$ cat config.mk
export PLATFORM = sky130hd
export DESIGN_NAME = irq_ctrl_top
export DESIGN_NICKNAME = d
export VERILOG_FILES = /design/src/rtl/irq_pkg.sv /design/src/rtl/irq_edge_det.sv /design/src/rtl/irq_port_cmp.sv /design/src/rtl/irq_flag_bank.sv /design/src/rtl/irq_ctrl_top.sv
export SDC_FILE = /design/constraint.sdc
export NUM_CORES = 1
export LEC_CHECK = 0
export BUFFER_PORTS_ARGS = -buffer_cell sky130_fd_sc_hd__buf_2
export CAP_MARGIN = 20
export CORE_UTILIZATION = 38
export DETAILED_ROUTE_END_ITERATION = 8
export PLACE_DENSITY = 0.81
export SYNTH_ARGS = -nofsm -noshare
export SYNTH_HDL_FRONTEND = slang
export SYNTH_HIERARCHICAL = 1
export SYNTH_SLANG_ARGS = --single-unit
export TNS_END_PERCENT = 1
$ cat constraint.sdc
create_clock -name clk -period 0.8 [get_ports clk]
set_input_delay 0.08 -clock clk [delete_from_list [all_inputs] [get_ports clk]]
set_output_delay 0.08 -clock clk [all_outputs]
set_load 0.02 [all_outputs]
$ cat src/rtl/irq_pkg.sv
package irq_pkg;
  localparam int NUM_SRC  = 4;
  localparam int SRC_EXT  = 0;
  localparam int SRC_TMR  = 1;
  localparam int SRC_PORT = 2;
  localparam int SRC_CNV  = 3;
  localparam int CTL_W    = NUM_SRC + 2;
  localparam int CTL_EDGE = NUM_SRC;
  localparam int CTL_GIE  = NUM_SRC + 1;
endpackage

$ cat src/rtl/irq_edge_det.sv
module irq_edge_det (
  input  logic clk,
  input  logic rst_n,
  input  logic pin,
  input  logic rise_sel,
  output logic hit
);
  logic prev_q, prev_d;

  always_comb begin
    prev_d = pin;
    hit    = rise_sel ? (pin & ~prev_q) : (~pin & prev_q);
  end

  always_ff @(posedge clk or negedge rst_n) begin
    if (!rst_n) prev_q <= 1'b0;
    else        prev_q <= prev_d;
  end
endmodule

$ cat src/rtl/irq_port_cmp.sv
module irq_port_cmp #(
  parameter int W = 4
) (
  input  logic         clk,
  input  logic         rst_n,
  input  logic [W-1:0] pins,
  input  logic [W-1:0] dir_in,
  input  logic         rd,
  output logic [W-1:0] latch_q,
  output logic         change
);
  logic [W-1:0] latch_d;
  logic [W-1:0] diff;

  always_comb begin
    latch_d = rd ? pins : latch_q;
    diff    = (pins ^ latch_q) & dir_in;
    change  = |diff;
  end

  always_ff @(posedge clk or negedge rst_n) begin
    if (!rst_n)  latch_q <= '0;
    else if (rd) latch_q <= latch_d;
  end
endmodule

$ cat src/rtl/irq_flag_bank.sv
module irq_flag_bank #(
  parameter int N = 4
) (
  input  logic         clk,
  input  logic         rst_n,
  input  logic [N-1:0] set_ev,
  input  logic [N-1:0] clr_ev,
  output logic [N-1:0] flag_q
);
  for (genvar i = 0; i < N; i++) begin : g_flag
    logic nxt;
    always_comb begin
      if (set_ev[i])      nxt = 1'b1;
      else if (clr_ev[i]) nxt = 1'b0;
      else                nxt = flag_q[i];
    end
    always_ff @(posedge clk or negedge rst_n) begin
      if (!rst_n) flag_q[i] <= 1'b0;
      else        flag_q[i] <= nxt;
    end
  end
endmodule

$ cat src/rtl/irq_ctrl_top.sv
module irq_ctrl_top
  import irq_pkg::*;
#(
  parameter int PORT_W = 4
) (
  input  logic              clk,
  input  logic              rst_n,
  input  logic              ext_pin,
  input  logic              timer_ovf,
  input  logic              cnv_done,
  input  logic [PORT_W-1:0] port_pins,
  input  logic [PORT_W-1:0] port_dir,
  input  logic              port_rd,
  input  logic              ctl_we,
  input  logic [CTL_W-1:0]  ctl_wdata,
  input  logic [NUM_SRC-1:0] flag_clr,
  input  logic              irq_ack,
  input  logic              reti,
  output logic              irq_req,
  output logic [CTL_W-1:0]  ctl_rdata,
  output logic [NUM_SRC-2:0] main_flags,
  output logic              cnv_flag,
  output logic [PORT_W-1:0] port_latch
);
  // reset: asserted asynchronously, released after two clock edges
  logic [1:0] rst_pipe;
  logic       rst_sync_n;
  always_ff @(posedge clk or negedge rst_n) begin
    if (!rst_n) rst_pipe <= 2'b00;
    else        rst_pipe <= {rst_pipe[0], 1'b1};
  end
  assign rst_sync_n = rst_pipe[1];

  // control register
  logic [NUM_SRC-1:0] en_q, en_d;
  logic               edge_q, edge_d;
  logic               gie_q, gie_d;

  always_comb begin
    en_d   = ctl_we ? ctl_wdata[NUM_SRC-1:0] : en_q;
    edge_d = ctl_we ? ctl_wdata[CTL_EDGE]    : edge_q;
    if (irq_ack)     gie_d = 1'b0;
    else if (reti)   gie_d = 1'b1;
    else if (ctl_we) gie_d = ctl_wdata[CTL_GIE];
    else             gie_d = gie_q;
  end

  always_ff @(posedge clk or negedge rst_sync_n) begin
    if (!rst_sync_n) begin
      en_q   <= '0;
      edge_q <= 1'b0;
    end else if (ctl_we) begin
      en_q   <= en_d;
      edge_q <= edge_d;
    end
  end

  always_ff @(posedge clk or negedge rst_sync_n) begin
    if (!rst_sync_n) gie_q <= 1'b0;
    else             gie_q <= gie_d;
  end

  // event sources
  logic ext_hit, port_chg;
  logic [NUM_SRC-1:0] set_ev, flags;

  irq_edge_det u_edge (
    .clk      (clk),
    .rst_n    (rst_sync_n),
    .pin      (ext_pin),
    .rise_sel (edge_q),
    .hit      (ext_hit)
  );

  irq_port_cmp #(.W(PORT_W)) u_port (
    .clk     (clk),
    .rst_n   (rst_sync_n),
    .pins    (port_pins),
    .dir_in  (port_dir),
    .rd      (port_rd),
    .latch_q (port_latch),
    .change  (port_chg)
  );

  always_comb begin
    set_ev           = '0;
    set_ev[SRC_EXT]  = ext_hit;
    set_ev[SRC_TMR]  = timer_ovf;
    set_ev[SRC_PORT] = port_chg;
    set_ev[SRC_CNV]  = cnv_done;
  end

  irq_flag_bank #(.N(NUM_SRC)) u_flags (
    .clk    (clk),
    .rst_n  (rst_sync_n),
    .set_ev (set_ev),
    .clr_ev (flag_clr),
    .flag_q (flags)
  );

  always_comb begin
    irq_req    = gie_q & |(flags & en_q);
    ctl_rdata  = {gie_q, edge_q, en_q};
    main_flags = flags[NUM_SRC-2:0];
    cnv_flag   = flags[SRC_CNV];
  end
endmodule

==> reports/summary.md <==
Ranked by total cell area, the synthesized netlist is headed by sky130_fd_sc_hd__dfrtp_1, sky130_fd_sc_hd__mux2_4, sky130_fd_sc_hd__xor2_1, sky130_fd_sc_hd__mux2_2, sky130_fd_sc_hd__a21o_1. The pre-antenna-repair detailed-routing pass consisted of 2 iterations. The cell count after synthesis came out at 54. The logs give 57.63% for the sequential area share after synthesis and 3 for the CTS buffer count. The logs give 2 for the number of DRC markers after the initial detailed-route iteration and 0.7035 for the weighted congestion reported at the end of routability-driven placement.

For the via count, the log shows 642. The worst setup path is launched from a register. After detailed routing, the number of remaining DRC violations is 0.

The run gives 0 as the initial antenna violation count. The synthesized design contains 17 register bits. After synthesis, the most frequently instantiated cells are sky130_fd_sc_hd__dfrtp_1, sky130_fd_sc_hd__inv_1, sky130_fd_sc_hd__mux2_4. For the number of failing hold endpoints at the final stage, the log shows 0.

After detailed routing, the number of vias per cell comes to 4.553. The die covers 2123 um2. The most instantiated library cell after synthesis was sky130_fd_sc_hd__dfrtp_1.

The minimum period implied by the final worst setup slack is 1.216 ns. The run finished, with violations left. After synthesis the cells add up to 738.2 um2. Commonest register cell after synthesis: sky130_fd_sc_hd__dfrtp_1. Detailed placement finished with a half-perimeter wire length of 1204 um. In this run the power density over the cells is 1697 nW/um2.

The path class of the tightest hold or removal check is in -> reg. The type of the setup path with the least slack was reg -> out. The aggregate global-route resource usage was 17.69%. The final max-slew violation count was 0. The arrival time of the worst setup path was 1.14 ns; the number of clock sinks seen by CTS was 17. Setup violations remaining at the end of the flow were counted as 26. The number of nets in the synthesized netlist is 81.

The floorplan has 15 rows. For this block, the routed nets add up to 1801 um of wire. Timing analysis after detailed placement gives a worst setup slack of -0.2386 ns.

The number of H-tree levels was 1; the maximum frequency from static timing analysis was 822.3 MHz. Buffers placed on the I/O ports in this run total 41. For the worst setup path, the data required time is 0.72 ns.

The die outline height was 46.08 um; the layout net count was 144. The layout has 129 filler cells. For the via count of the first global-routing pass, the log shows 644. The later pin in the worst-skew pair is clocked with a latency of 0.28 ns. The count of nets left with antenna violations once routing finished came out at 0.

The routed length per instance is 12.77 um, and the maximum fanout along the worst path is 2. Entering global routing, the biggest net connects 11 pins. The leakage power total was 0.0006661 uW.

For the global-route wire length before repair, the log shows 2622 um. The final critical path takes up 152.0% of the cycle. STA classifies the critical path endpoint as an output port.

Power comes to 2163 uW. The checks that failed: negative setup slack. Of the cells placed in the final design, the portion with a size suffix greater than 1 is 63.79%. The tools report the worst-case vdd ir drop as 1.044 mV.

The placed instances occupy a cell area of 1033 um2. The floorplan step defined a core boundary enclosing 1764 um2. The post-layout worst setup margin came out at -0.4161 ns. Of all cell types, the one taking the most synthesized area is sky130_fd_sc_hd__dfrtp_1. For this configuration, the core starts out at a cell density of 41.84%. Counting flops with an async set or reset pin after synthesis yields a share of 100.0%. The die is 46.08 um wide. After global routing the overflow that remains totals 0. After clock tree synthesis, the clock-pin slew on the worst setup and hold paths is 0.10 ns.

The max-capacitance violation count is 0, and the number of top-level pins is 42. TritonCTS built the clock tree. The antenna diode count was 0.

The tools report the number of buffers on the longest clock path as 2. Across the routed clock network, the largest skew measured is 0.001179 ns. The number of library cell types mapped by synthesis was 18. After synthesis, the largest area contributor takes up 57.63% of total cell area. In this run, synthesis inferred 0 flip-flops with an integrated enable. Area growth from synthesis to layout: 72.71%. After routing the design area is 1275 um2. The root buffer cell chosen for the clock tree is sky130_fd_sc_hd__clkbuf_4. Setup repair after global routing could not meet its margin everywhere. The number of warnings reported in the yosys synthesis log was 6; the post-synthesis average cell area was 13.67 um2.
==> sequential cells by signal, summed over array words and instances (netlist names) <==
signal and cells:
edge_q 1, en_q 4, gie_q 1, rst_pipe 2, u_edge/prev_q 1, u_flags/flag_q 4, u_port/latch_q 4
==> final timing paths <==
check / slack, ns / endpoint / depth (start not counted) / startpoint
setup / recovery: -0.42 / irq_req / 3 / u_flags/flag_q[2]
hold / removal: 0.02 / gie_q / 3 / reti
setup reg to reg: -0.27 / u_flags/flag_q[2] / 4 / u_port/latch_q[2]
hold reg to reg: 0.13 / u_flags/flag_q[2] / 0 / rst_pipe[1]
max in group asynchronous: 0.31 / gie_q / 1 / rst_pipe[1]
min in group asynchronous: 0.11 / rst_pipe[0] / 2 / rst_n
==> per-stage QoR <==
| stage | hold slack, ns | util (%) | cells | TNS (ns) |
|---|---|---|---|---|
| finish | 0.01776 | 72.27 | 141 | -4.967 |
| global route | 0.01413 | 72.27 | 141 | -5.830 |
| CTS | 0.01443 | 66.88 | 138 | -4.542 |
| detailed placement | -0.1322 | 58.58 | 126 | -0.7779 |
| global placement | -0.1342 | 58.58 | 126 | -0.6763 |
| floorplan | -0.2156 | - | 54 | -0.8087 |
==> layout by cell type, fill, tap and decap left out <==
cell type / Yosys / final
sky130_fd_sc_hd__buf_2: 0 / 28
sky130_fd_sc_hd__buf_6: 1 / 21
sky130_fd_sc_hd__dfrtp_1: 17 / 13
sky130_fd_sc_hd__mux2_4: 5 / 6
sky130_fd_sc_hd__buf_4: 2 / 6
sky130_fd_sc_hd__inv_1: 5 / 5
sky130_fd_sc_hd__dlygate4sd3_1: 0 / 5
sky130_fd_sc_hd__a21o_1: 4 / 4
sky130_fd_sc_hd__xor2_1: 4 / 4
sky130_fd_sc_hd__dfrtp_2: 0 / 4
sky130_fd_sc_hd__a22oi_1: 4 / 3
sky130_fd_sc_hd__clkbuf_4: 0 / 3
sky130_fd_sc_hd__mux2_2: 3 / 3
sky130_fd_sc_hd__a22oi_2: 0 / 1
sky130_fd_sc_hd__a21boi_1: 0 / 1
sky130_fd_sc_hd__mux2i_1: 1 / 1
sky130_fd_sc_hd__a21oi_1: 1 / 1
sky130_fd_sc_hd__clkbuf_1: 0 / 1
sky130_fd_sc_hd__buf_12: 0 / 1
sky130_fd_sc_hd__conb_1: 1 / 1
sky130_fd_sc_hd__nand2b_1: 1 / 1
sky130_fd_sc_hd__nand3b_1: 1 / 1
sky130_fd_sc_hd__o21ai_2: 1 / 1
sky130_fd_sc_hd__nand2_1: 1 / 1
==> report_power, final <==
part / total (uW) / switching (uW) / internal, uW
Combinational: 696 / 272 / 424
Clock: 453 / 259 / 193
Sequential: 1010 / 74.6 / 940
==> per-layer routing <==
layer	track usage [%]	share of wire, %
met1	21.77	41
met2	30.14	53
met3	2.353	4.9
met4	8.824	0.72
met5	0	0
==> worst max-delay path, stage by stage (launching register included) <==
cell,delay (ns)
sky130_fd_sc_hd__dfrtp_1,0.42
sky130_fd_sc_hd__a22oi_2,0.19
sky130_fd_sc_hd__a21boi_1,0.08
sky130_fd_sc_hd__buf_4,0.16
==> cell families after synthesis <==
family | after synthesis | share of synthesized area, %
flops | 17 | 57.63
compound gates | 11 | 11.02
mux | 10 | 17.63
buf+inv | 8 | 6.101
xor+xnor | 4 | 4.745
simple gates | 3 | 2.373
other cells | 1 | 0.5080
==> timing repair <==
| action | 4_1_cts | 5_1_grt |
|---|---|---|
| hold buffers | 5 | 0 |
| resized for setup | 14 | 22 |
| endpoints found under the hold margin | 6 | 0 |
| buffers inserted | 3 | 3 |
| endpoints found under the setup margin | 23 | 28 |
| pin swaps | 2 | 4 |
==> cell type report <==
| class | instances | area [um2] | area share (%) |
|---|---|---|---|
| Timing Repair Buffer | 61 | 491.7 | 38.57 |
| Sequential cell | 17 | 430.4 | 33.76 |
| Multi-Input combinational cell | 29 | 276.5 | 21.69 |
| Tap cell | 25 | 31.28 | 2.453 |
| Clock buffer | 4 | 26.28 | 2.061 |
| Inverter | 5 | 18.77 | 1.472 |
No activity file was read; power rests on OpenSTA's default activity.
